`src/rtl/ras_sysreg_pkg.sv`:
```
package ras_sysreg_pkg;

    localparam int OP0_W = 2;
    localparam int OP1_W = 3;
    localparam int CRN_W = 4;
    localparam int CRM_W = 4;
    localparam int OP2_W = 3;
    localparam int EL_W  = 2;

    typedef struct packed {
        logic [OP0_W-1:0] op0;
        logic [OP1_W-1:0] op1;
        logic [CRN_W-1:0] crn;
        logic [CRM_W-1:0] crm;
        logic [OP2_W-1:0] op2;
    } sysreg_enc_t;

    typedef enum logic [2:0] {
        SEL_NONE,
        SEL_DSTAT,
        SEL_ERRID,
        SEL_VDSTAT,
        SEL_VSYND
    } reg_sel_e;

    typedef enum logic [1:0] {
        RES_OK,
        RES_TRAP2,
        RES_TRAP3,
        RES_UNDEF
    } result_e;

    // Storage index is the route value for the three stored registers.
    typedef enum logic [1:0] {
        ROUTE_PHYS = 2'd0,
        ROUTE_VIRT = 2'd1,
        ROUTE_SYND = 2'd2,
        ROUTE_RAZ  = 2'd3
    } route_e;

    localparam int NUM_STORE = 3;

    typedef struct packed {
        sysreg_enc_t     enc;
        reg_sel_e        sel;
        logic [EL_W-1:0] min_el;
        logic            read_only;
    } sysreg_def_t;

    localparam int NUM_DEF = 4;

    localparam sysreg_def_t DEF_TABLE [NUM_DEF] = '{
        '{enc: '{op0: 2'd3, op1: 3'd0, crn: 4'd12, crm: 4'd1, op2: 3'd1},
          sel: SEL_DSTAT,  min_el: 2'd1, read_only: 1'b0},
        '{enc: '{op0: 2'd3, op1: 3'd0, crn: 4'd5,  crm: 4'd3, op2: 3'd0},
          sel: SEL_ERRID,  min_el: 2'd1, read_only: 1'b1},
        '{enc: '{op0: 2'd3, op1: 3'd4, crn: 4'd12, crm: 4'd1, op2: 3'd1},
          sel: SEL_VDSTAT, min_el: 2'd2, read_only: 1'b0},
        '{enc: '{op0: 2'd3, op1: 3'd4, crn: 4'd5,  crm: 4'd2, op2: 3'd3},
          sel: SEL_VSYND,  min_el: 2'd2, read_only: 1'b0}
    };

endpackage

```
`src/rtl/ras_sysreg_decode.sv`:
```
module ras_sysreg_decode
    import ras_sysreg_pkg::*;
(
    input  sysreg_enc_t     enc,
    output reg_sel_e        sel,
    output logic [EL_W-1:0] min_el,
    output logic            read_only
);

    // Table search: an encoding missing from the table is undefined.
    always_comb begin
        sel       = SEL_NONE;
        min_el    = '1;
        read_only = 1'b0;
        for (int i = 0; i < NUM_DEF; i++) begin
            if (enc == DEF_TABLE[i].enc) begin
                sel       = DEF_TABLE[i].sel;
                min_el    = DEF_TABLE[i].min_el;
                read_only = DEF_TABLE[i].read_only;
            end
        end
    end

endmodule

```
`src/rtl/ras_sysreg_policy.sv`:
```
module ras_sysreg_policy
    import ras_sysreg_pkg::*;
(
    input  logic            acc_write,
    input  logic [EL_W-1:0] acc_el,
    input  reg_sel_e        sel,
    input  logic [EL_W-1:0] min_el,
    input  logic            read_only,
    input  logic            hyp_amo,
    input  logic            hyp_terr,
    input  logic            mon_ea,
    input  logic            mon_terr,
    output result_e         result,
    output route_e          route
);

    logic below_el2;
    logic below_el3;

    assign below_el2 = (acc_el < 2'd2);
    assign below_el3 = (acc_el < 2'd3);

    // Check order: existence, level, direction, traps, then routing.
    always_comb begin
        result = RES_OK;
        route  = ROUTE_RAZ;
        if (sel == SEL_NONE || acc_el < min_el || (acc_write && read_only)) begin
            result = RES_UNDEF;
        end else if (sel == SEL_ERRID && below_el2 && hyp_terr) begin
            result = RES_TRAP2;
        end else if (sel == SEL_ERRID && below_el3 && mon_terr) begin
            result = RES_TRAP3;
        end else begin
            unique case (sel)
                SEL_DSTAT: begin
                    if (below_el2 && hyp_amo) begin
                        route = ROUTE_VIRT;
                    end else if (below_el3 && mon_ea) begin
                        route = ROUTE_RAZ;
                    end else begin
                        route = ROUTE_PHYS;
                    end
                end
                SEL_VDSTAT: route = ROUTE_VIRT;
                SEL_VSYND:  route = ROUTE_SYND;
                SEL_ERRID:  route = ROUTE_RAZ;
                SEL_NONE:   route = ROUTE_RAZ;
            endcase
        end
    end

endmodule

```
`src/rtl/ras_sysreg_store.sv`:
```
module ras_sysreg_store
    import ras_sysreg_pkg::*;
#(
    parameter int DATA_W = 64
) (
    input  logic                             clk,
    input  logic                             rst_n,
    input  logic                             wr_en,
    input  route_e                           route,
    input  logic [DATA_W-1:0]                wdata,
    output logic [NUM_STORE-1:0][DATA_W-1:0] bank_q
);

    for (genvar g = 0; g < NUM_STORE; g++) begin : g_reg
        logic hit;
        assign hit = wr_en && (route == route_e'(2'(g)));

        always_ff @(posedge clk or negedge rst_n) begin
            if (!rst_n) begin
                bank_q[g] <= '0;
            end else if (hit) begin
                bank_q[g] <= wdata;
            end
        end
    end

endmodule

```
`src/rtl/ras_sysreg_unit.sv`:
```
module ras_sysreg_unit
    import ras_sysreg_pkg::*;
#(
    parameter int DATA_W = 64
) (
    input  logic              clk,
    input  logic              rst_n,
    input  logic              acc_valid,
    input  logic              acc_write,
    input  logic [1:0]        acc_op0,
    input  logic [2:0]        acc_op1,
    input  logic [3:0]        acc_crn,
    input  logic [3:0]        acc_crm,
    input  logic [2:0]        acc_op2,
    input  logic [1:0]        acc_el,
    input  logic              hyp_amo,
    input  logic              hyp_terr,
    input  logic              mon_ea,
    input  logic              mon_terr,
    input  logic [DATA_W-1:0] acc_wdata,
    output logic [DATA_W-1:0] rsp_rdata,
    output logic              rsp_ok,
    output logic              rsp_trap2,
    output logic              rsp_trap3,
    output logic              rsp_undef
);

    sysreg_enc_t     enc;
    reg_sel_e        sel;
    logic [EL_W-1:0] min_el;
    logic            read_only;
    result_e         result;
    route_e          route;
    logic            wr_en;
    logic [NUM_STORE-1:0][DATA_W-1:0] bank_q;
    logic [DATA_W-1:0] phys_q;
    logic [DATA_W-1:0] virt_q;
    logic [DATA_W-1:0] synd_q;
    logic [DATA_W-1:0] read_mux;

    assign enc = '{op0: acc_op0, op1: acc_op1, crn: acc_crn, crm: acc_crm, op2: acc_op2};

    ras_sysreg_decode u_decode (
        .enc       (enc),
        .sel       (sel),
        .min_el    (min_el),
        .read_only (read_only)
    );

    ras_sysreg_policy u_policy (
        .acc_write (acc_write),
        .acc_el    (acc_el),
        .sel       (sel),
        .min_el    (min_el),
        .read_only (read_only),
        .hyp_amo   (hyp_amo),
        .hyp_terr  (hyp_terr),
        .mon_ea    (mon_ea),
        .mon_terr  (mon_terr),
        .result    (result),
        .route     (route)
    );

    assign wr_en = acc_valid && acc_write && (result == RES_OK);

    ras_sysreg_store #(.DATA_W(DATA_W)) u_store (
        .clk    (clk),
        .rst_n  (rst_n),
        .wr_en  (wr_en),
        .route  (route),
        .wdata  (acc_wdata),
        .bank_q (bank_q)
    );

    assign phys_q = bank_q[ROUTE_PHYS];
    assign virt_q = bank_q[ROUTE_VIRT];
    assign synd_q = bank_q[ROUTE_SYND];

    always_comb begin
        unique case (route)
            ROUTE_PHYS: read_mux = phys_q;
            ROUTE_VIRT: read_mux = virt_q;
            ROUTE_SYND: read_mux = synd_q;
            ROUTE_RAZ:  read_mux = '0;
        endcase
    end

    always_comb begin
        rsp_ok    = acc_valid && (result == RES_OK);
        rsp_trap2 = acc_valid && (result == RES_TRAP2);
        rsp_trap3 = acc_valid && (result == RES_TRAP3);
        rsp_undef = acc_valid && (result == RES_UNDEF);
        rsp_rdata = (rsp_ok && !acc_write) ? read_mux : '0;
    end

endmodule

```
`config.mk`:
```
export PLATFORM = sky130hd
export DESIGN_NAME = ras_sysreg_unit
export DESIGN_NICKNAME = d
export VERILOG_FILES = /design/src/rtl/ras_sysreg_pkg.sv /design/src/rtl/ras_sysreg_decode.sv /design/src/rtl/ras_sysreg_policy.sv /design/src/rtl/ras_sysreg_store.sv /design/src/rtl/ras_sysreg_unit.sv
export SDC_FILE = /design/constraint.sdc
export NUM_CORES = 1
export LEC_CHECK = 0
export BUFFER_PORTS_ARGS = -buffer_cell sky130_fd_sc_hd__buf_2
export CORE_MARGIN = 2
export CORE_UTILIZATION = 60
export CTS_BUF_LIST = sky130_fd_sc_hd__clkbuf_4
export DETAILED_ROUTE_END_ITERATION = 12
export GPL_TIMING_DRIVEN = 0
export PLACE_DENSITY = 0.91
export SLEW_MARGIN = 30
export SYNTH_ARGS = -nofsm -noshare
export SYNTH_HDL_FRONTEND = slang
export SYNTH_HIERARCHICAL = 1
export SYNTH_SLANG_ARGS = --single-unit
```
`constraint.sdc`:
```
create_clock -name clk -period 3.5 [get_ports clk]
set_clock_uncertainty 0.15 [all_clocks]
set_input_delay 0.35 -clock clk [delete_from_list [all_inputs] [get_ports clk]]
set_output_delay 0.35 -clock clk [all_outputs]
set_load 0.1 [all_outputs]
```
==> summary.md <==
| Metric | Value |
|---|---|
| DRC viols | `0` |
| DP Cell Count | `about 1100` |
| Cell Area, Placed | `0.0123 sq mm` |
| Crit Path Max Fanout | `10` |
| # IOs | `roughly 160` |
| Share of layout cells above drive strength 1 | `68.0%` |
| Vias | `about 9000` |
| Largest net degree at the start of global routing | `89` |
| RD Place Congestion | `approximately 0.77` |
| Endpoints failing setup | `125` |
| Die H | `~140 microns` |
| CP peak stage delay | `roughly 570 ps` |
| Area growth, synth to finish | `53.9%` |
| Worst r2r path cells | `1` |
| 1st-iter DRT viols | `just under 1000` |
| Max reg flops | `roughly 190` |
| TritonCTS clock tree | `yes` |
| RR Startpoint | `u_store/bank_q[133]$_DFFE_PN0P_` |
| WL/cell | `around 35 microns` |
| Cells after Synth | `761` |
| Yosys cell types | `42` |
| Commonest cells after routing, fill and taps aside | `dfrtp_1 (192), mux2_4 (125), buf_12 (96), buf_2 (84), a211oi_4 (76)` |
| Fmax | `approximately 230 MHz` |
| WS Path Type | `in -> out` |
| Longest Clk Path Bufs | `2` |
| Initial antenna violation count | `6` |
| P_int | `~2.8 mW` |
| Sink Count | `~190` |
| Design area | `~0.016 sq mm` |
| Top flop regs | `u_store/bank_q x192` |
| Finished Layout Cells | `~1300` |
| Area of the core | `between 0.015 and 0.02 sq mm` |
| Post-route ant nets | `0` |
| Sequential area share after synthesis | `45.5%` |
| Failing checks | `negative setup slack` |
| Worst reg2reg setup slack | `2420 ps` |
| Cell depth of the worst setup path | `17` |
| Critical Path Source | `acc_op0[0]` |
| Vias/cell | `about 6.9` |
| Outcome | `finished with violations` |
| NetSw | `approximately 0.98 mW` |
| CP endpoint kind | `primary output` |
| Average footprint of a synthesized cell | `13.9 sq um` |
| Clk pwr share | `34.1%` |
| Logic pwr share | `approximately 7%` |
| Hold Path Stages | `3` |
| CTS Buf Count | `17` |
| Leak Pwr | `between 7 and 8 nW` |
| Die span in x | `about 140 microns` |
| Final net count | `1142` |
| WP data required | `3000 ps` |
| Count of input and output buffers | `approximately 160` |
| Vias in the first global route | `9001` |
| Largest reg by FF count | `u_store/bank_q` |
| Area contributors post-synth | `dfrtp_1 (45%), mux2_4 (18%), mux2_2 (7.1%)` |
| Final period utilization | `122%` |
| Sw Ratio | `between 20% and 30%` |
| Clock Tree Root | `clkbuf_4` |
| Full die area | `0.0187 sq mm` |
| Post-synth EDFFs | `0` |
| Peak VDD IR | `0.230 mV` |
| Tmin final | `about 4300 ps` |
| Clk Latency, worst-skew pair | `approximately 670 ps` |
| CP Cell Sequence | `buf_2 > nor4bb_4 > nand4b_1 > buf_6 > nor4_4 > buf_4 > nor3_4 > a21oi_2 > buf_4 > o211ai_1 > buf_4 > buf_12 > buf_8 > buf_12 > a211oi_2 > a211oi_4 > buf_12` |
| Cell taking the most area after synthesis | `dfrtp_1` |
| Post-Place Setup Slack | `-836 ps` |
| Crit-path leading delay family | `buffers and inverters` |
| Synth top area share | `45.5%` |
| Synthesized Nets | `852` |
| Data arrival, critical path | `approximately 3800 ps` |
| Tot GR Track Use | `38.4%` |
| RSZ-0062 raised after global routing | `yes` |
| Post-synthesis cell area | `about 0.011 sq mm` |
| H-tree levels | `4` |
| HPWL after DPL | `about 16 mm` |
| Slew Limit Fails | `0` |
| Relative slew slack | `55.1%` |
| Initial core utilization | `61.3%` |
| Synth warn | `6` |
| Hold Path Class | `in -> reg` |
| Slowest-stage cell, CP | `a211oi_2` |
| Fin. Hold Viols | `0` |
| Synthesis-stage register bit count | `~190` |
| Buf/Inv on CP | `9` |
| Register share of total power | `between 50% and 60%` |
| Final wirelength | `about 46 mm` |
| First-pass DRT Iterations | `7` |
| P per Cell Area | `231 mW/mm^2` |
| Final WS setup | `-758 ps` |
| Row Count | `48` |
| CP startpoint kind | `input port` |
| Async SR Flop Fraction | `100%` |
| Global route overflow | `0` |
| Ys flop type | `dfrtp_1` |
| Min-Delay Startpoint | `acc_wdata[62]` |
| Max_cap viols | `0` |
| First-pass GRT wire length | `~53 mm` |
| Worst Tran Pin Value | `just under 700 ps` |
| Most common cell after layout, fill and taps aside | `dfrtp_1` |
| Clk slew on worst S/H paths | `between 150 and 200 ps` |
==> what timing repair did <==
item / in CTS / in global routing
hold buffers: 67 / 0
cloned: 9 / 2
gates resized for setup: 448 / 155
pin swaps: 44 / 58
hold endpoints to repair: 384 / 0
endpoints found under the setup margin: 64 / 67
buffers inserted: 30 / 10
==> worst paths after layout <==
check                                                  end
min                        u_store/bank_q[126]$_DFFE_PN0P_
max in group asynchronous  u_store/bank_q[182]$_DFFE_PN0P_
max reg2reg                u_store/bank_q[133]$_DFFE_PN0P_
max                                          rsp_rdata[44]
min reg2reg                 u_store/bank_q[23]$_DFFE_PN0P_
min in group asynchronous  u_store/bank_q[184]$_DFFE_PN0P_
==> layer usage <==
metal | global-route usage, % | part of all wire [%] | vias up
met1 | 44.4 | 33 | 4539
met2 | 66.3 | 48 | 781
li1 | - | - | 3302
met4 | 21.5 | 10 | 0
met3 | 7.89 | 8.7 | 375
met5 | 0 | 0 | -
==> cells in the mapped netlist (2+ instances only) <==
library cell / n
dfrtp_1: 192
mux2_4: 125
a211oi_1: 68
nand2b_1: 68
mux2_2: 67
nor2b_1: 64
a211oi_2: 60
clkbuf_1: 19
buf_12: 18
buf_2: 15
buf_8: 6
nor2_1: 6
nand3b_1: 5
buf_6: 4
inv_1: 4
nand3_1: 4
a21o_1: 3
nand2_1: 3
nor3_1: 3
or4_1: 3
a21oi_1: 2
nor3b_2: 2
==> per-stage QoR <==
step                utilization (%)  TNS (ps)  power [mW]  hold slack, ps
finish                         94.3    -34980        3.76             327
floorplan                         -    -38060        2.28           -95.6
global route                   94.3    -35610        3.85             304
CTS                            89.5     -5420        3.63             354
detailed placement             71.1    -65370        2.41            59.2
global placement               70.7   -276930        2.40             331
==> power by group through the flow <==
stage / registers [mW] / clock network, mW / logic (mW)
after detailed placement: 2.26 / 0 / 0.151
final: 2.22 / 1.28 / 0.255
after global routing: 2.22 / 1.36 / 0.269
after global placement: 2.26 / 0 / 0.139
after floorplan: 2.26 / 0 / 0.0180
after CTS: 2.22 / 1.20 / 0.216
==> final cells by class <==
cell class,count,area [sq um]
Antenna cell,9,22.5
Inverter,4,15.0
Buffer,62,1090
Sequential cell,192,4800
Fill cell,383,980
Multi-Input combinational cell,503,6670
Timing Repair Buffer,271,3100
Clock inverter,12,119
Clock buffer,20,150
Tap cell,225,282
==> kinds of logic after synthesis <==
family                     after synthesis  share of synthesized area (%)
adders and majority gates                1                          0.118
and+or+nand+nor                        168                           10.3
AOI/OAI and AO/OA                      140                           12.8
DFF                                    192                           45.5
buffers and inverters                   67                           6.29
muxes                                  193                           25.0
Note: power is estimated with default switching activity, not from simulation.
